### config.mk
export PLATFORM = sky130hd
export DESIGN_NAME = chime_ctrl
export DESIGN_NICKNAME = d
export VERILOG_FILES = /design/src/rtl/chime_pkg.sv /design/src/rtl/chime_trigger.sv /design/src/rtl/chime_sequencer.sv /design/src/rtl/chime_tone.sv /design/src/rtl/chime_ctrl.sv
export SDC_FILE = /design/constraint.sdc
export NUM_CORES = 1
export LEC_CHECK = 0
export CAP_MARGIN = 20
export CORE_MARGIN = 10
export CORE_UTILIZATION = 60
export DETAILED_ROUTE_END_ITERATION = 16
export GPL_TIMING_DRIVEN = 0
export PLACE_DENSITY_LB_ADDON = 0.15
export SETUP_SLACK_MARGIN = 0.15
export SYNTH_ARGS = -nofsm -noshare
export SYNTH_HDL_FRONTEND = slang
export SYNTH_SLANG_ARGS = --single-unit
### constraint.sdc
create_clock -name clk -period 4.1 [get_ports clk]
set_input_delay 0.82 -clock clk [delete_from_list [all_inputs] [get_ports clk]]
set_output_delay 0.82 -clock clk [all_outputs]
set_load 0.005 [all_outputs]
### src/rtl/chime_pkg.sv
package chime_pkg;

    localparam int unsigned PITCH_W = 16;
    typedef logic [PITCH_W-1:0] pitch_t;

    function automatic pitch_t pitch_of(input logic [3:0] code);
        pitch_t p;
        case (code)
            4'h0: p = 16'd45872;
            4'h1: p = 16'd40858;
            4'h2: p = 16'd36408;
            4'h3: p = 16'd34364;
            4'h4: p = 16'd30612;
            4'h5: p = 16'd27273;
            4'h6: p = 16'd24296;
            4'h7: p = 16'd22931;
            4'h8: p = 16'd20432;
            4'h9: p = 16'd18201;
            4'hA: p = 16'd17180;
            4'hB: p = 16'd15306;
            4'hC: p = 16'd13636;
            4'hD: p = 16'd12148;
            4'hE: p = 16'd11478;
            default: p = 16'd10215;
        endcase
        return p;
    endfunction

endpackage

### src/rtl/chime_trigger.sv
module chime_trigger (
    input  logic       clk,
    input  logic       rst_n,
    input  logic [7:0] min_i,
    input  logic [7:0] hour_i,
    input  logic [7:0] temp_i,
    input  logic       busy_i,
    output logic       start_o,
    output logic       tx_valid_o,
    output logic [7:0] tx_data_o
);

    typedef struct packed {
        logic       seen;
        logic       txv;
        logic [7:0] txd;
    } trig_t;

    trig_t s_d, s_q;
    logic  hour_ok;
    logic  cond;

    always_comb begin
        hour_ok = (hour_i[3:0] <= 4'd9) && (hour_i <= 8'h23);
        cond    = hour_ok && (min_i == 8'h00);
        start_o = cond && !s_q.seen && !busy_i;

        s_d      = s_q;
        s_d.seen = cond;
        s_d.txv  = start_o;
        if (start_o) begin
            s_d.txd = temp_i;
        end
    end

    always_ff @(posedge clk or negedge rst_n) begin
        if (!rst_n) begin
            s_q <= '0;
        end else begin
            s_q <= s_d;
        end
    end

    assign tx_valid_o = s_q.txv;
    assign tx_data_o  = s_q.txd;

endmodule

### src/rtl/chime_sequencer.sv
module chime_sequencer
    import chime_pkg::*;
#(
    parameter int unsigned NOTE_INTERVAL = 6_000_000,
    parameter int unsigned GAP_CYCLES    = 24_000_000,
    parameter int unsigned CAP_CYCLES    = 360_000_000,
    parameter int unsigned TONE_SHIFT    = 0
) (
    input  logic       clk,
    input  logic       rst_n,
    input  logic       start_i,
    input  logic       rx_valid_i,
    input  logic [3:0] rx_code_i,
    output logic       playing_o,
    output pitch_t     period_o
);

    localparam int unsigned IV_W  = $clog2(NOTE_INTERVAL);
    localparam int unsigned GAP_W = $clog2(GAP_CYCLES);
    localparam int unsigned CAP_W = $clog2(CAP_CYCLES);

    typedef logic [IV_W-1:0]  iv_t;
    typedef logic [GAP_W-1:0] gap_t;
    typedef logic [CAP_W-1:0] cap_t;

    localparam iv_t  IV_LAST  = iv_t'(NOTE_INTERVAL - 1);
    localparam iv_t  IV_HALF  = iv_t'(NOTE_INTERVAL / 2 - 1);
    localparam gap_t GAP_LAST = gap_t'(GAP_CYCLES - 1);
    localparam cap_t CAP_LAST = cap_t'(CAP_CYCLES - 1);

    typedef struct packed {
        logic       playing;
        logic       have;
        logic [3:0] code;
        iv_t        iv;
        gap_t       gap;
        cap_t       cap;
        pitch_t     period;
    } seq_t;

    seq_t s_d, s_q;

    always_comb begin
        s_d = s_q;
        if (!s_q.playing) begin
            if (start_i) begin
                s_d.playing = 1'b1;
                s_d.have    = 1'b0;
                s_d.iv      = '0;
                s_d.gap     = '0;
                s_d.cap     = '0;
                s_d.period  = '0;
            end
        end else begin
            s_d.cap = s_q.cap + 1'b1;
            if (rx_valid_i) begin
                s_d.have = 1'b1;
                s_d.code = rx_code_i;
                s_d.gap  = '0;
            end else begin
                s_d.gap = s_q.gap + 1'b1;
            end
            if (s_q.iv == IV_LAST) begin
                s_d.iv     = '0;
                s_d.period = s_d.have ? pitch_t'(pitch_of(s_d.code) >> TONE_SHIFT) : '0;
            end else begin
                s_d.iv = s_q.iv + 1'b1;
                if (s_q.iv == IV_HALF) begin
                    s_d.period = '0;
                end
            end
            if ((s_q.cap == CAP_LAST) || (!rx_valid_i && (s_q.gap == GAP_LAST))) begin
                s_d.playing = 1'b0;
                s_d.period  = '0;
            end
        end
    end

    always_ff @(posedge clk or negedge rst_n) begin
        if (!rst_n) begin
            s_q <= '0;
        end else begin
            s_q <= s_d;
        end
    end

    assign playing_o = s_q.playing;
    assign period_o  = s_q.period;

endmodule

### src/rtl/chime_tone.sv
module chime_tone
    import chime_pkg::*;
(
    input  logic   clk,
    input  logic   rst_n,
    input  pitch_t period_i,
    output logic   buzz_o
);

    typedef struct packed {
        pitch_t last;
        pitch_t tc;
        logic   out;
    } tone_t;

    tone_t  s_d, s_q;
    pitch_t half;

    always_comb begin
        half = period_i >> 1;
        s_d  = s_q;
        if (period_i == '0) begin
            s_d.last = '0;
            s_d.tc   = '0;
            s_d.out  = 1'b0;
        end else if (period_i != s_q.last) begin
            s_d.last = period_i;
            s_d.tc   = '0;
            s_d.out  = (half != '0);
        end else begin
            s_d.tc  = (s_q.tc == period_i - 1'b1) ? '0 : s_q.tc + 1'b1;
            s_d.out = (s_d.tc < half);
        end
    end

    always_ff @(posedge clk or negedge rst_n) begin
        if (!rst_n) begin
            s_q <= '0;
        end else begin
            s_q <= s_d;
        end
    end

    assign buzz_o = s_q.out;

endmodule

### src/rtl/chime_ctrl.sv
module chime_ctrl
    import chime_pkg::*;
#(
    parameter int unsigned NOTE_INTERVAL = 6_000_000,
    parameter int unsigned GAP_CYCLES    = 24_000_000,
    parameter int unsigned CAP_CYCLES    = 360_000_000,
    parameter int unsigned TONE_SHIFT    = 0
) (
    input  logic       clk,
    input  logic       rst_n,
    input  logic [7:0] min_bcd,
    input  logic [7:0] hour_bcd,
    input  logic [7:0] temp_byte,
    input  logic       rx_valid,
    input  logic [3:0] rx_code,
    output logic       tx_valid,
    output logic [7:0] tx_data,
    output logic       freeze,
    output logic       buzz
);

    logic   start;
    logic   playing;
    pitch_t period;

    chime_trigger u_trig (
        .clk       (clk),
        .rst_n     (rst_n),
        .min_i     (min_bcd),
        .hour_i    (hour_bcd),
        .temp_i    (temp_byte),
        .busy_i    (playing),
        .start_o   (start),
        .tx_valid_o(tx_valid),
        .tx_data_o (tx_data)
    );

    chime_sequencer #(
        .NOTE_INTERVAL(NOTE_INTERVAL),
        .GAP_CYCLES   (GAP_CYCLES),
        .CAP_CYCLES   (CAP_CYCLES),
        .TONE_SHIFT   (TONE_SHIFT)
    ) u_seq (
        .clk       (clk),
        .rst_n     (rst_n),
        .start_i   (start),
        .rx_valid_i(rx_valid),
        .rx_code_i (rx_code),
        .playing_o (playing),
        .period_o  (period)
    );

    chime_tone u_tone (
        .clk     (clk),
        .rst_n   (rst_n),
        .period_i(period),
        .buzz_o  (buzz)
    );

    assign freeze = playing;

endmodule

==> results.yml <==
yosys:
  ys.flop_type: "dfrtp_1"
  synth_area_um2: 8100
  async_reset_ff_share_pct: 100
  yosys.area_share.adder_pct: 4.01
  avgSynthCellArea_um2: 8.67
  syn_nets: 992
  synth_mux_area_share_pct: 2.36
  synth_compound_area_share_pct: 14.4
  yosysUniqueCellTypes: 62
  synth_edf_count: 0
  synth_cells: 935
  synthXorXnorAreaFrac_pct: 5.84
  synth_top_family_by_area: "simple AND/OR/NAND/NOR gates"
  synthSimpleGateAreaFrac_pct: 24.7
  yosysSeqAreaShare_pct: 43.9
  synth_seq_cells: 142
  yosysWarnings: 0
hold_path:
  hp-class: "in -> async"
sta:
  fin_skew_ns: 0.00715
  maxSlewHeadroom_pct: 37.0
  worst_slew_pin_slew_ns: 0.936
  fin_ws_ns: 0.172
  post-route-period-util_pct: 95.8
  fmax_mhz: 255
  fin_crit_ns: 3.93
  finalSetupTns_ns: 0
  rsz0062_at_grt: "yes"
  finalHoldViolCount: 0
  setup_violations: 0
  drv_slew: 0
route:
  route.detailed.drc: 0
  top_layer: "met4"
  wl_per_cell_um: 16.1
  via_per_inst: 5.94
  wl_met1_mm: 8.64
  routed_wl_mm: 19.1
  vias: 7071
  met3_length_um: 879
  initialDrtViolationCount: 589
  wl_met2_mm: 9.28
  ant_nets: 0
  firstDrtPassIters: 7
clock_tree:
  clk_path_buf_depth: 2
  clock_sinks: 142
  tritoncts: "done"
  clk_pin_slew_ns: 0.05
  clk_latency_ns: 0.43
  cts_root_buf: "clkbuf_16"
  numCtsBuffers: 17
  ctsHoldBuffers: 0
  cts_max_level: 4
global_route:
  grt_pass1_wl_mm: 31.7
  grt_pass1_vias: 6589
  track_usage_pct: 20.9
  overflow: 0
  antenna_found_initial: 0
  grt_max_degree: 75
finish:
  final_common_cell: "dfrtp_1"
  finalInstanceArea_um2: 9490
  nNetsFinal: 1065
  area_growth_pct: 17.1
  drive_gt1_share_pct: 8.87
  n_antenna_cell: 0
  layout_common_cells: "dfrtp_1 (141), nand2_1 (127), o21ai_0 (118)"
pwr:
  pwr-share-comb_pct: 12.4
  leakage_nw: 4.16
  ir_drop_v: 0.000373
  switching_share_pct: 26.6
  seqPwrFrac_pct: 47.4
  p_sw_mw: 0.940
  p_per_area_nw_per_um2: 372
  internal_power_mw: 2.59
  power_mw: 3.53
  pwr-share-clk_pct: 40.2
floorplan:
  num_rows: 42
  die_area_um2: 18600
  die-height_um: 136
  start_util_pct: 61.2
  io_pins: 42
  dieWidth_um: 136
  coreArea_um2: 13200
setup_path:
  end_kind: "flop"
  cp_max_fo: 7
  cp_data_arrival_time_ns: 4.24
  start_kind: "flop"
  crit_type: "reg -> reg"
  cp.required_ns: 4.41
placed_design:
  place_ws_ns: -0.154
  io_buffer_count: 40
  post-dp-hpwl_mm: 12.9
  dpl-instance-area_um2: 8750
  place.gp.congestion: 0.908
status:
  status: "finished clean"
run:
  drv_cap: 0
-- state kept, by name, indices dropped and copies added (netlist names) --
signal / flops
u_trig.tx_valid_o: 1
u_seq.s_q: 82
u_seq.playing_o: 1
u_trig.tx_data_o: 8
u_seq.period_o: 16
u_tone.buzz_o: 1
u_tone.s_q: 32
u_trig.s_q: 1
-- metal layers --
| metal | GRT usage, % | up-vias |
|---|---|---|
| met5 | 0 | - |
| met4 | 7.34 | 0 |
| met3 | 4.17 | 32 |
| met2 | 33.3 | 189 |
| met1 | 27.8 | 3396 |
| li1 | - | 3454 |
-- through the flow --
stage               std cells  hold WS [ns]  util (%)
CTS                      1183         0.437      70.7
detailed placement       1152         0.464      66.1
global placement         1151         0.458      65.9
global route             1191         0.439      71.6
finish                   1191         0.384      71.6
floorplan                 935         0.444         -
-- path summary, 6_finish.rpt --
kind	start	to	cells after the start	slack (ns)
setup / recovery	u_seq.period_o[0]	u_tone.buzz_o	17	0.17
hold / removal	rst_n	u_trig.tx_data_o[4]	1	0.38
setup reg to reg	u_seq.period_o[0]	u_tone.buzz_o	17	0.17
hold reg to reg	u_trig.tx_data_o[0]	u_trig.tx_data_o[0]	2	0.47
max in group asynchronous	rst_n	u_tone.s_q[14]	2	2.95
min in group clk	u_trig.tx_data_o[0]	u_trig.tx_data_o[0]	2	0.47
-- power by group through the flow --
stage	registers (mW)	logic (mW)	clock network (mW)
final	1.67	0.436	1.42
after global routing	1.69	0.499	1.50
after global placement	1.69	0.417	0
after floorplan	1.65	0.303	0
after CTS	1.67	0.437	1.43
after detailed placement	1.69	0.435	0
-- logic make-up after synthesis --
group | Yosys count
AO/OA/AOI/OAI | 205
XOR/XNOR | 54
adder cells (fa/ha/maj) | 26
buffers and inverters | 93
flip-flops | 142
multiplexers | 18
AND/OR/NAND/NOR | 397
-- repair_timing --
item / in CTS / in global routing
endpoints found under the setup margin: 1 / 1
pin swaps: 1 / 10
gates resized for setup: 12 / 21
setup buffers: 5 / 8
-- cell type report --
class / count / area [um2]
clock inverter: 2 / 35.0
buffer: 68 / 322
fill: 1037 / 3760
sequential: 142 / 3550
clock buffer: 24 / 492
multi-input combinational: 700 / 4240
tap: 176 / 220
timing repair buffer: 54 / 527
inverter: 25 / 93.8
-- cell usage after synthesis (10+ instances only) --
cell | n | area share (%)
dfrtp_1 | 142 | 44
nand2_1 | 127 | 5.9
o21ai_0 | 119 | 7.4
nor2_1 | 62 | 2.9
nand3_1 | 56 | 3.5
clkbuf_1 | 53 | 2.5
xnor2_1 | 36 | 3.9
nand4_1 | 35 | 2.7
a21oi_1 | 28 | 1.7
and3_1 | 26 | 2.0
ha_1 | 26 | 4.0
nor3_1 | 25 | 1.5
inv_1 | 24 | 1.1
xor2_1 | 18 | 1.9
a31oi_1 | 16 | 1.2
nor4_1 | 15 | 1.2
buf_4 | 11 | 1.0
and2_1 | 10 | 0.77
-- worst max-delay path: stages, from the launching register on --
cell	delay [ns]
dfrtp_1	0.35
buf_4	0.17
inv_2	0.07
ha_2	0.19
nor3b_4	0.31
and3_1	0.25
nor4b_1	0.29
a31oi_1	0.14
nor4b_4	0.40
buf_6	0.17
nor2_1	0.05
ha_1	0.30
nand4_1	0.09
or2_4	0.28
nor4_4	0.29
o21ai_1	0.12
o2bb2ai_1	0.14
a31o_1	0.19
Note: power is estimated with default switching activity, not from simulation.
